--- config.mk ---
export PLATFORM = sky130hd
export DESIGN_NAME = dcc_wavegen
export DESIGN_NICKNAME = d
export VERILOG_FILES = /design/src/rtl/dcc_wave_pkg.sv /design/src/rtl/dcc_bit_timer.sv /design/src/rtl/dcc_frame_seq.sv /design/src/rtl/dcc_pkt_store.sv /design/src/rtl/dcc_wavegen.sv
export SDC_FILE = /design/constraint.sdc
export NUM_CORES = 1
export LEC_CHECK = 0
export ABC_AREA = 1
export BUFFER_PORTS_ARGS = -buffer_cell sky130_fd_sc_hd__buf_2
export CELL_PAD_IN_SITES_DETAIL_PLACEMENT = 0
export CELL_PAD_IN_SITES_GLOBAL_PLACEMENT = 1
export CORE_MARGIN = 2
export CORE_UTILIZATION = 39
export CTS_CLUSTER_SIZE = 20
export DETAILED_ROUTE_END_ITERATION = 10
export PLACE_DENSITY = 0.83
export SYNTH_ARGS = -nofsm -noshare
export SYNTH_HDL_FRONTEND = slang
export SYNTH_SLANG_ARGS = --single-unit
export TNS_END_PERCENT = 50
--- constraint.sdc ---
create_clock -name clk_i -period 2.32 [get_ports clk_i]
set_input_delay 0.116 -clock clk_i [delete_from_list [all_inputs] [get_ports clk_i]]
set_output_delay 0.116 -clock clk_i [all_outputs]
set_load 0.02 [all_outputs]
--- src/rtl/dcc_wave_pkg.sv ---
package dcc_wave_pkg;
  typedef enum logic [1:0] {FS_PRE, FS_START, FS_DATA} frame_state_e;
  localparam int          IDLE_LEN   = 3;
  localparam logic [23:0] IDLE_BYTES = 24'hFF00FF;
endpackage

--- src/rtl/dcc_bit_timer.sv ---
module dcc_bit_timer #(
  parameter int HALF1_CYC   = 29,
  parameter int HALF0_CYC   = 50,
  parameter int STRETCH_CYC = 0
) (
  input  logic clk_i,
  input  logic rst_ni,
  input  logic bit_val_i,
  input  logic long_i,
  output logic level_o,
  output logic bit_first_o,
  output logic bit_done_o
);
  localparam int CNT_W = $clog2(HALF0_CYC + STRETCH_CYC + 1);

  logic             hi_q;
  logic [CNT_W-1:0] cnt_q, half_m1;
  logic             at_end;

  always_comb begin
    if (bit_val_i)   half_m1 = CNT_W'(HALF1_CYC - 1);
    else if (long_i) half_m1 = CNT_W'(HALF0_CYC + STRETCH_CYC - 1);
    else             half_m1 = CNT_W'(HALF0_CYC - 1);
  end

  assign at_end = (cnt_q == half_m1);

  always_ff @(posedge clk_i or negedge rst_ni) begin
    if (!rst_ni) begin
      hi_q  <= 1'b1;
      cnt_q <= '0;
    end else if (at_end) begin
      hi_q  <= ~hi_q;
      cnt_q <= '0;
    end else begin
      cnt_q <= cnt_q + 1'b1;
    end
  end

  assign level_o     = hi_q;
  assign bit_first_o = hi_q && (cnt_q == '0);
  assign bit_done_o  = !hi_q && at_end;
endmodule

--- src/rtl/dcc_frame_seq.sv ---
module dcc_frame_seq
  import dcc_wave_pkg::*;
#(
  parameter int PREAMBLE_BITS = 14,
  parameter int MAX_BYTES     = 6,
  parameter int LEN_W         = $clog2(MAX_BYTES + 1)
) (
  input  logic                   clk_i,
  input  logic                   rst_ni,
  input  logic                   bit_done_i,
  input  logic [MAX_BYTES*8-1:0] pkt_data_i,
  input  logic [LEN_W-1:0]       pkt_len_i,
  output logic                   bit_val_o,
  output logic                   long_o,
  output logic                   frame_head_o,
  output logic                   frame_end_o
);
  localparam int PRE_W = (PREAMBLE_BITS > 1) ? $clog2(PREAMBLE_BITS) : 1;
  localparam int BYI_W = (MAX_BYTES > 1) ? $clog2(MAX_BYTES) : 1;

  frame_state_e     state_q;
  logic [PRE_W-1:0] pre_q;
  logic [BYI_W-1:0] byte_q;
  logic [3:0]       bit_q;   // 0..7 data, 8 separator/end
  logic [7:0]       bytes [MAX_BYTES];
  logic [7:0]       cur_byte;
  logic             last_byte, sep_slot;

  for (genvar g = 0; g < MAX_BYTES; g++) begin : g_bytes
    assign bytes[g] = pkt_data_i[g*8 +: 8];
  end

  assign cur_byte  = bytes[byte_q];
  assign last_byte = (LEN_W'(byte_q) + LEN_W'(1)) == pkt_len_i;
  assign sep_slot  = (bit_q == 4'd8);

  always_comb begin
    long_o = 1'b0;
    unique case (state_q)
      FS_PRE:   bit_val_o = 1'b1;
      FS_START: begin
        bit_val_o = 1'b0;
        long_o    = 1'b1;
      end
      default:  bit_val_o = sep_slot ? last_byte : cur_byte[3'd7 - bit_q[2:0]];
    endcase
  end

  assign frame_head_o = (state_q == FS_PRE) && (pre_q == '0);
  assign frame_end_o  = bit_done_i && (state_q == FS_DATA) && sep_slot && last_byte;

  always_ff @(posedge clk_i or negedge rst_ni) begin
    if (!rst_ni) begin
      state_q <= FS_PRE;
      pre_q   <= '0;
      byte_q  <= '0;
      bit_q   <= '0;
    end else if (bit_done_i) begin
      unique case (state_q)
        FS_PRE: begin
          if (pre_q == PRE_W'(PREAMBLE_BITS - 1)) begin
            pre_q   <= '0;
            state_q <= FS_START;
          end else begin
            pre_q <= pre_q + 1'b1;
          end
        end
        FS_START: begin
          state_q <= FS_DATA;
          byte_q  <= '0;
          bit_q   <= '0;
        end
        default: begin
          if (!sep_slot) begin
            bit_q <= bit_q + 4'd1;
          end else if (last_byte) begin
            state_q <= FS_PRE;
          end else begin
            byte_q <= byte_q + 1'b1;
            bit_q  <= '0;
          end
        end
      endcase
    end
  end
endmodule

--- src/rtl/dcc_pkt_store.sv ---
module dcc_pkt_store
  import dcc_wave_pkg::*;
#(
  parameter int MAX_BYTES = 6,
  parameter int REP_W     = 4,
  parameter int LEN_W     = $clog2(MAX_BYTES + 1)
) (
  input  logic                   clk_i,
  input  logic                   rst_ni,
  input  logic                   load_valid_i,
  output logic                   load_ready_o,
  input  logic [MAX_BYTES*8-1:0] load_data_i,
  input  logic [LEN_W-1:0]       load_count_i,
  input  logic [REP_W-1:0]       load_repeat_i,
  input  logic                   frame_end_i,
  output logic [MAX_BYTES*8-1:0] act_data_o,
  output logic [LEN_W-1:0]       act_len_o
);
  localparam logic [MAX_BYTES*8-1:0] IDLE_DATA = (MAX_BYTES*8)'(IDLE_BYTES);
  localparam logic [LEN_W-1:0]       IDLE_CNT  = LEN_W'(IDLE_LEN);

  logic [MAX_BYTES*8-1:0] stg_data_q, act_data_q;
  logic [LEN_W-1:0]       stg_len_q, act_len_q;
  logic [REP_W-1:0]       rep_q;
  logic                   pend_q, len_ok, take;

  assign load_ready_o = !pend_q && (rep_q == '0);
  assign len_ok       = (load_count_i != '0) && (load_count_i <= LEN_W'(MAX_BYTES));
  assign take         = load_valid_i && load_ready_o && len_ok;

  always_ff @(posedge clk_i or negedge rst_ni) begin
    if (!rst_ni) begin
      stg_data_q <= '0;
      stg_len_q  <= '0;
      act_data_q <= IDLE_DATA;
      act_len_q  <= IDLE_CNT;
      rep_q      <= '0;
      pend_q     <= 1'b0;
    end else begin
      if (frame_end_i) begin
        if (pend_q) begin
          act_data_q <= stg_data_q;
          act_len_q  <= stg_len_q;
          pend_q     <= 1'b0;
        end else if (rep_q != '0) begin
          rep_q <= rep_q - 1'b1;
        end else begin
          act_data_q <= IDLE_DATA;
          act_len_q  <= IDLE_CNT;
        end
      end
      // take implies pend_q==0 and rep_q==0, so no conflict with the above
      if (take) begin
        stg_data_q <= load_data_i;
        stg_len_q  <= load_count_i;
        rep_q      <= load_repeat_i;
        pend_q     <= 1'b1;
      end
    end
  end

  assign act_data_o = act_data_q;
  assign act_len_o  = act_len_q;
endmodule

--- src/rtl/dcc_wavegen.sv ---
module dcc_wavegen #(
  parameter int   PREAMBLE_BITS = 14,
  parameter int   HALF1_CYC     = 29,
  parameter int   HALF0_CYC     = 50,
  parameter int   MAX_BYTES     = 6,
  parameter int   REP_W         = 4,
  parameter bit   DEBUG_MARK    = 1'b0,
  localparam int  LEN_W         = $clog2(MAX_BYTES + 1)
) (
  input  logic                   clk_i,
  input  logic                   rst_ni,
  input  logic                   load_valid_i,
  output logic                   load_ready_o,
  input  logic [MAX_BYTES*8-1:0] load_data_i,
  input  logic [LEN_W-1:0]       load_count_i,
  input  logic [REP_W-1:0]       load_repeat_i,
  output logic                   dcc_o,
  output logic                   pkt_start_o
);
  localparam int STRETCH_CYC = DEBUG_MARK ? HALF0_CYC / 10 : 0;

  logic                   bit_val, long_bit, bit_first, bit_done;
  logic                   frame_head, frame_end;
  logic [MAX_BYTES*8-1:0] act_data;
  logic [LEN_W-1:0]       act_len;

  dcc_pkt_store #(
    .MAX_BYTES(MAX_BYTES), .REP_W(REP_W), .LEN_W(LEN_W)
  ) store_i (
    .clk_i, .rst_ni,
    .load_valid_i, .load_ready_o, .load_data_i, .load_count_i, .load_repeat_i,
    .frame_end_i(frame_end),
    .act_data_o(act_data),
    .act_len_o(act_len)
  );

  dcc_frame_seq #(
    .PREAMBLE_BITS(PREAMBLE_BITS), .MAX_BYTES(MAX_BYTES), .LEN_W(LEN_W)
  ) seq_i (
    .clk_i, .rst_ni,
    .bit_done_i(bit_done),
    .pkt_data_i(act_data),
    .pkt_len_i(act_len),
    .bit_val_o(bit_val),
    .long_o(long_bit),
    .frame_head_o(frame_head),
    .frame_end_o(frame_end)
  );

  dcc_bit_timer #(
    .HALF1_CYC(HALF1_CYC), .HALF0_CYC(HALF0_CYC), .STRETCH_CYC(STRETCH_CYC)
  ) timer_i (
    .clk_i, .rst_ni,
    .bit_val_i(bit_val),
    .long_i(long_bit),
    .level_o(dcc_o),
    .bit_first_o(bit_first),
    .bit_done_o(bit_done)
  );

  assign pkt_start_o = frame_head && bit_first;
endmodule

; Word-level counts from Yosys, hierarchy flattened
; Cells that the tools add are included.
[word_totals]
input_bits = 58
ff_bits = 127
wordCells = 95
output_inout_bits = 3
[classes]
addsub = 6
bitwise = 3
reduce_logical = 30
n_eq_ne = 11
mux = 30
order_cmp = 3
[op_table]
columns = op, count
row1 = 48-bit 2-to-1 mux, 2
row2 = 4-bit 2-to-1 mux, 7
row3 = 8-bit binary-select mux with 3-bit select, 1
row4 = 8-bit 2-to-1 mux, 2
row5 = 3-bit 2-to-1 mux, 4
row6 = 6-bit 2-to-1 mux, 2
row7 = 1-bit logical AND, 11
row8 = 3-bit nonzero test, 3
row9 = 4-bit by 1-bit adder with 4-bit output (second input constant), 2
row10 = 4-bit == test (second input constant), 2
row11 = 4-bit logical NOT, 2
row12 = 4-bit one-hot mux with 2 select lines, 1
row13 = 4-bit AND reduction, 2
row14 = 6-bit by 1-bit adder with 6-bit output (second input constant), 1
row15 = 6-bit == test, 1
row16 = 6-bit logical NOT, 1
row17 = 2-bit 2-to-1 mux, 3
row18 = 2-bit != test (second input constant), 3
row19 = 3-bit one-hot mux with 2 select lines, 1
row20 = 3-bit AND reduction, 2
row21 = 2-bit nonzero test, 3
row22 = 4-bit >= comparator (second input constant), 1
row23 = 3-bit by 4-bit less-than comparator with 1-bit output (second input constant), 1
row24 = 1-bit 2-to-1 mux, 4
row25 = 18 further kinds, 21

; Depth between registers and ports, before layout
; Gate-level depths: netlist of run 1.
[depth]
ltp_word = 16
ltp_mapped = 22
ltp_nobuf = 21

; Modules after synthesis
; From an unflattened synthesis of run 1, not the netlist that was laid out.
[hier_totals]
cells_unflattened = 671
area_unflattened_um2 = 5964.5
[by_module_without_submodules]
columns = mod, n_inst, cells_per_inst, area_per_inst_um2, seq_area_each_um2
row1 = dcc_pkt_store, 1, 396, 4191.5, 2700.1
row2 = dcc_frame_seq, 1, 218, 1347.5, 325.3
row3 = dcc_bit_timer, 1, 55, 417.9, 176.4
row4 = dcc_wavegen, 1, 2, 7.5, 0.0

; Worst setup path before layout of run 1
; No wires, ideal clock.
[synth_timing]
kind = register to register
from = register seq_i.byte_q[0]
to = register store_i.act_data_q[32] (netlist: store_i.act_data_o[32])
required_ns = 2.204
stages_incl_launch_ff = 17
setup_slack_ns = 0.030
setup_ns = 0.116
path_buffers = 2
arrival_ns = 2.173
synth_period_minus_slack_ns = 2.290
cell_sequence = dfrtp_1 > ha_1 > xor2_1 > nor3_2 > nand2_1 > nand2_1 > nand2_1 > nand2_1 > nand2_1 > nand2_1 > inv_2 > nor2_4 > nand4_2 > buf_6 > buf_6 > nand2_1 > nand2_1
[synth_via]
elab_chain_len = 15
word_cells_on_any_way = 17
cone_classes = add/sub (1) / eq/ne (2) / mux (8) / bitwise (1) / reduce/logical (5)
[synth_rtl]
columns = item, line
row1 = start: declaration, dcc_frame_seq.sv:23  ; logic [BYI_W-1:0] byte_q;
row2 = start signal: assignment, dcc_frame_seq.sv:79  ; byte_q <= byte_q + 1'b1;
row3 = 3-bit inverter with 4-bit output (implied by the code), dcc_frame_seq.sv:33  ; assign cur_byte = bytes[byte_q];
row4 = 8-bit binary-select mux with 3-bit select, dcc_frame_seq.sv:33
row5 = 8-bit 2-to-1 mux (implied by the code) (2 in a row), dcc_frame_seq.sv:33
row6 = 1-bit binary-select mux with 3-bit select, dcc_frame_seq.sv:45  ; default: bit_val_o = sep_slot ? last_byte : cur_byte[3'd7 - bit_q[2:0]];
row7 = 1-bit 2-to-1 mux (implied by the code), dcc_frame_seq.sv:45
row8 = 1-bit 2-to-1 mux, dcc_frame_seq.sv:45
row9 = 1-bit one-hot mux with 2 select lines, dcc_frame_seq.sv:39  ; unique case (state_q)
row10 = 6-bit 2-to-1 mux, dcc_bit_timer.sv:21  ; if (bit_val_i) half_m1 = CNT_W'(HALF1_CYC - 1);
row11 = 6-bit == test, dcc_bit_timer.sv:26  ; assign at_end = (cnt_q == half_m1);
row12 = 1-bit logical AND, dcc_bit_timer.sv:42  ; assign bit_done_o = !hi_q && at_end;
row13 = 1-bit logical AND (2 in a row), dcc_frame_seq.sv:50  ; assign frame_end_o = bit_done_i && (state_q == FS_DATA) && sep_slot && last_byte;
row14 = 1-bit logical AND (*), dcc_frame_seq.sv:50
row15 = 2-bit AND reduction (no source line) (*), -
row16 = end signal: assignment, dcc_pkt_store.sv:42  ; act_data_q <= stg_data_q;
row17 = end: declaration, dcc_pkt_store.sv:22  ; logic [MAX_BYTES*8-1:0] stg_data_q, act_data_q;
; Every way passes the cells marked *; elsewhere a longest branch is shown, timed or not. The select of a mux whose other input is x is not followed.
; A chain may end at the register's enable or synchronous reset.

; Worst setup path in the final report of run 1
[layout_timing]
from = register seq_i.byte_q[0]
to = register store_i.act_data_q[46] (netlist: store_i.act_data_o[46])
; The elaborated chain is that of the path after synthesis.

==> qor.yml, run 1 <==
synthesis:
  ys_seq_elements: 127
  yosys_warnings: 0
  synth_cells: 780
  syn_area_sq_um: 6010
  synthAdderAreaFrac: 0.0125
  synth_edf_count: 0
  synth_xor_area_frac: 0.0175
  synth_most_common_cell: "nand2_1"
  synth-simple-area-share: 0.330
  synth.distinct_cells: 31
  synth_top_family_by_area: "simple AND/OR/NAND/NOR gates"
  synth_top_area_share: 0.450
  postSynthAreaPerCell_sq_um: 7.70
  synth_nets: 844
  synth_commonest_cells: "nand2_1 (374), dfrtp_1 (108), inv_1 (60)"
  yosysTopAreaCell: "dfrtp_1"
  synthMuxAreaShare: 0
  seq_area_frac_synth: 0.533
  synthTopCellsByArea: "dfrtp_1 (45%), nand2_1 (23%), dfstp_2 (8.3%)"
  synth_ff_type: "dfrtp_1"
  async_flop_share: 1.00
  synth_compound_area_frac: 0.0383
floorplanning:
  start_util: 0.397
  fp.dieW_microns: 128
  num_rows: 45
  ioPinCount: 61
  core_sq_um: 15100
  dieArea_sq_um: 16400
  dieHeight_microns: 128
run:
  drv_cap: 0
route:
  avgViaCountPerCell: 4.69
  first_iter_violations: 284
  drc: 0
  wl_mm: 14.7
  drt_pre_antenna_iters: 4
  wl_per_cell_microns: 13.1
  drtAntennaViolNets: 0
  vias: 5268
cells_and_area:
  nNetsFinal: 986
  stdcell_count: 1123
  drive_above_1_share: 0.232
  fin_util: 0.552
  num_antenna_cells: 0
  area_delta_synth_final_pct: 39.1
  design_area_sq_um: 8360
clocking:
  path_clk_slew_ps: 60
  numCtsBuffers: 17
  cts_tree: "yes"
  clkSinkCount: 127
  clockRootBuffer: "clkbuf_16"
  clk_latency_ps: 420
  cts.htree.levels: 4
  clockBufferDepth: 2
min_path:
  worstHoldStart: "load_repeat_i[0]"
  hp-class: "in -> reg"
placement:
  port_buffers: 60
  place_inst: 1027
  gp_congestion: 0.789
  post_dp_cell_area_sq_um: 6710
  dp_hpwl_mm: 8.67
critical_path:
  r2r_start: "seq_i.byte_q[0]"
  required_ps: 2670
  crit_path_start_kind: "register"
  endpoint_kind: "register"
  cp.arrival_ps: 2880
  crit_type: "reg -> reg"
  crit_start: "seq_i.byte_q[0]"
  cp_max_fo: 11
pwr:
  total_leakage_power_nw: 4.35
  ir_drop_uv: 548
  p_per_area_nw_per_um2: 608
grt:
  grt_pass1_vias: 5341
  antenna_found_initial: 0
  grt_pass1_wl_mm: 24.3
  globalRouteTotalUtil: 0.187
  grt_max_degree: 76
  grt_overflow: 0
sta:
  drv_slew: 0
  rsz0062_at_grt: "true"
  worst_slack_ps: -202
  relSlewSlack: 0.738
  skew_ps: 8.95
  post-route-period-util: 1.09
  tns_ps: -10590
  period_minus_slack_ps: 2520
  setup_viol: 74
  fmax_mhz: 397
  tightest_slew_ps: 392
  hold_viol: 0
outcome:
  status: "finished, violations left"
  violations: "negative setup slack"
## placed cells by master (no fill, tap or decap), types with 12 or more instances in the layout
| master | count |
|---|---|
| buf_2 | 59 |
| buf_4 | 20 |
| clkbuf_16 | 22 |
| dfrtp_1 | 107 |
| dfstp_2 | 19 |
| dlygate4sd3_1 | 52 |
| inv_1 | 56 |
| nand2_1 | 347 |
| nand2_2 | 24 |
| nand3_1 | 41 |
| nand3_2 | 12 |
| nor2_1 | 47 |
| o21ai_0 | 14 |
| o21ai_1 | 15 |
## final timing paths
| check | endpoint | slack, ps | depth (start not counted) |
|---|---|---|---|
| min in group asynchronous | seq_i.pre_q[2] | 140 | 2 |
| hold reg to reg | store_i.act_data_o[1] | 470 | 2 |
| setup / recovery | store_i.act_data_o[46] | -200 | 23 |
| setup reg to reg | store_i.act_data_o[46] | -200 | 23 |
| max in group asynchronous | store_i.act_data_o[17] | 1460 | 3 |
| hold / removal | store_i.rep_q[0] | 40 | 5 |
## registers in the layout, indices dropped and copies added, names as in the netlist
signal and count:
store_i.stg_len_q 3, timer_i.cnt_q 6, timer_i.level_o 1, store_i.stg_data_q 48
seq_i.state_q 2, store_i.rep_q 4, seq_i.bit_q 4, seq_i.byte_q 3
seq_i.pre_q 4, store_i.act_len_o 3, store_i.act_data_o 48, store_i.pend_q 1
## critical path, cell delays in order (launching register included)
cell and delay [ps]:
dfrtp_2 470, inv_4 120, buf_12 140, nand2_2 50, nand2_2 70, nand2_2 50
nand3_2 50, nand2_2 60, nand2_1 70, nand2_1 50, inv_1 50, nand2_1 60
nand2_1 70, nand2_2 70, nand2_2 90, nand2_2 60, nand2_2 70, buf_4 100
nand4_1 170, nor2_4 160, buf_12 140, clkbuf_16 160, nand2_1 60, nand2_1 50
## cell type report
type	instances	area, sq um
fillers	1374	6790
flip-flops and latches	127	3200
multi-input cells	557	2610
repair buffers	155	1470
clock buffers	20	457
inverters	64	245
well taps	188	235
clock inverters	12	141
## power by group
part           switching, mW  internal, mW
clock                  0.973          1.73
combinational         0.0666        0.0954
sequential                 0          2.22
## cell families (layout without fill, tap and decap cells)
kind of cell,Yosys count,after routing
and+or+nand+nor,495,495
DFF,127,127
buffers and inverters,96,251
AOI/OAI and AO/OA,44,44
xor gates and xnor gates,12,12
adders and majority gates,6,6
## per-stage QoR
| step | total power, mW | setup WS [ps] | hold slack (ps) |
|---|---|---|---|
| 2_1_floorplan | 2.26 | 30.2 | -180 |
| 3_3_place_gp | 2.35 | -98.3 | 34.6 |
| 3_5_place_dp | 2.35 | -144 | 31.8 |
| 4_1_cts | 5.13 | -124 | 26.7 |
| 5_1_grt | 5.25 | -388 | 55.3 |
| 6_report | 5.08 | -202 | 42.5 |
## timing repair
| action | 4_1_cts | 5_1_grt |
|---|---|---|
| pin swaps | 8 | 12 |
| cloned | 4 | 5 |
| hold endpoints to repair | 123 | 0 |
| setup buffers | 2 | 1 |
| hold buffers | 52 | 0 |
| setup endpoints to repair | 71 | 76 |
| gates resized for setup | 39 | 43 |
## layer usage
metal  track usage  share of wire  vias to the layer above  wire length [microns]
li1              -              -                     2695                      -
met1         0.234           0.45                     2464                   6600
met2         0.312           0.50                       76                   7280
met3        0.0422          0.030                       33                    442
met4        0.0802          0.025                        0                    367
met5             0              0                        -                      0
Power figures use the tool's default switching activity.
==> inputs of run 2 (changes only) <==
CORE_MARGIN = not set   (was 2)
CORE_UTILIZATION = 44   (was 39)
PLACE_DENSITY = 0.88   (was 0.83)
clock period = 2.5 ns   (was 2.32 ns; I/O delays follow)
==> run 2 against run 1 <==
Effect of this change: the run still ends with negative setup slack left; sequential power fell by 7%; via count is 0.65% higher; combinational power down 6%; critical path type unchanged; cell area down 4.2%; largest power group unchanged; clock skew rose by 0.62 ps; setup slack gained 130 ps; critical path depth decreased by 7.
==> qor.yml, run 2 (synthesized netlist as in run 1, its figures left out) <==
grt:
  grt_overflow: 0
  busiest_layer: "met2"
  grt_pass1_vias: 5305
  grt_max_degree: 67
  grt_pass1_wl_mm: 23.4
  use_met1: 0.248
  antenna_found_initial: 0
  globalRouteTotalUtil: 0.208
  grtUsageMet3: 0.0541
  met2_usage: 0.368
route:
  vias: 5302
  avgViaCountPerCell: 4.81
  wl_mm: 14.0
  wl_per_cell_microns: 12.7
  drtAntennaViolNets: 0
  first_iter_violations: 316
  drc: 0
  drt_pre_antenna_iters: 4
floorplanning:
  fp.dieW_microns: 119
  ioPinCount: 61
  dieHeight_microns: 119
  num_rows: 42
  dieArea_sq_um: 14100
  start_util: 0.452
  core_sq_um: 13300
critical_path:
  endpoint_kind: "register"
  cp.arrival_ps: 2920
  crit_top_cell: "nand2_1"
  crit_path_start_kind: "register"
  crit_chain: "ha_4, xnor2_2, xnor2_1, nor3_2, nand2_1, nand2_1, nand2_2, buf_4, buf_4, a21oi_1, nor2_1, nand4_1, nor2_2, buf_12, nand2_1, nand2_1"
  required_ps: 2850
  slowest_stage: "dfrtp_2"
  critPathMaxStageDelay_ps: 460
  cp_max_fo: 23
  crit_type: "reg -> reg"
clocking:
  clk_latency_ps: 420
  clockRootBuffer: "clkbuf_16"
  cts.htree.levels: 4
  cts_tree: "yes"
  clockBufferDepth: 2
  numCtsBuffers: 17
  clkSinkCount: 127
  path_clk_slew_ps: 60
cells_and_area:
  area_delta_synth_final_pct: 33.3
  final_cell_mix: "nand2_1 (361), dfrtp_1 (107), buf_2 (59)"
  drive_above_1_share: 0.199
  n_fill_cell: 1160
  num_antenna_cells: 0
  mostFrequentLayoutCell: "nand2_1"
  fin_util: 0.603
  design_area_sq_um: 8010
  nNetsFinal: 977
pwr:
  p_per_area_nw_per_um2: 572
  total_leakage_power_nw: 4.20
  ir_drop_uv: 601
placement:
  preCtsSetupSlack_ps: -129
  post_dp_cell_area_sq_um: 6580
  gp_congestion: 0.830
  dp_hpwl_mm: 8.85
  port_buffers: 60
sta:
  rsz0062_at_grt: "true"
  period_minus_slack_ps: 2570
  hold_viol: 0
  holdWs_ps: 69.5
  setup_viol: 44
  drv_slew: 0
  relSlewSlack: 0.426
  post-route-period-util: 1.03
  tightest_slew_ps: 861
  fmax_mhz: 389
  skew_ps: 9.57
  worst_slack_ps: -67.5
min_path:
  hp-class: "in -> reg"
run:
  drv_cap: 0
outcome:
  status: "finished, violations left"
  violations: "negative setup slack"
run 2: cell types whose count changed in the layout (fill, tap and decap cells not counted), moves of 3 or more:
cell	change
buf_12	-3
nand3_1	+7
clkbuf_16	-3
nand2_1	+14
clkinvlp_4	+3
clkinv_4	+3
nand3_2	-7
clkinv_2	-5
nand2_2	-13
run 2: power breakdown:
| part | switching, mW | leakage [nW] | internal [mW] |
|---|---|---|---|
| combinational | 0.0634 | 2.26 | 0.0897 |
| sequential | 0 | 1.67 | 2.06 |
| clock | 0.916 | 0.272 | 1.45 |
| total | 0.979 | 4.20 | 3.60 |
run 2: worst paths after layout:
path / start / to / slack [ps] / cells after the start
setup / recovery: seq_i.byte_q[0] / store_i.act_data_o[37] / -70 / 16
hold / removal: load_repeat_i[1] / store_i.rep_q[1] / 70 / 5
setup reg to reg: seq_i.byte_q[0] / store_i.act_data_o[37] / -70 / 16
hold reg to reg: store_i.stg_data_q[46] / store_i.act_data_o[46] / 470 / 2
max in group asynchronous: rst_ni / store_i.act_data_o[19] / 1330 / 3
min in group asynchronous: rst_ni / seq_i.pre_q[1] / 370 / 2
run 2: routing by layer:
metal / part of all wire / up-vias
met2: 0.53 / 87
met1: 0.43 / 2525
met5: 0 / -
met4: 0.0075 / 0
li1: - / 2682
met3: 0.034 / 8
run 2: critical path: cells and delay by family (launching register included):
kind	cells	cell delay [ps]
AO/OA/AOI/OAI	1	60
XOR/XNOR	2	330
adder cells (fa/ha/maj)	1	190
buffers and inverters	3	410
flip-flops	1	460
AND/OR/NAND/NOR	9	1050
run 2: timing repair:
item / in CTS / in global routing
buffers inserted: 6 / 4
gates cloned: 2 / 2
hold buffers: 52 / 0
hold endpoints to repair: 111 / 0
pin swaps: 7 / 15
setup endpoints to repair: 51 / 68
gates resized for setup: 19 / 38
run 2: stage by stage:
stage	total power [mW]	TNS [ps]	cells
6_report	4.58	-2220	1102
4_1_cts	4.62	0	1097
3_3_place_gp	2.18	0	1006
2_1_floorplan	2.09	0	780
3_5_place_dp	2.19	-2750	1006
5_1_grt	4.73	-8650	1102
run 2: cell type report:
type	count	area, sq um	area share
multi-input cells	557	2530	0.315
clock inverters	11	109	0.0136
clock buffers	21	470	0.0587
well taps	176	220	0.0275
repair buffers	146	1240	0.154
inverters	64	246	0.0308
flip-flops and latches	127	3200	0.400
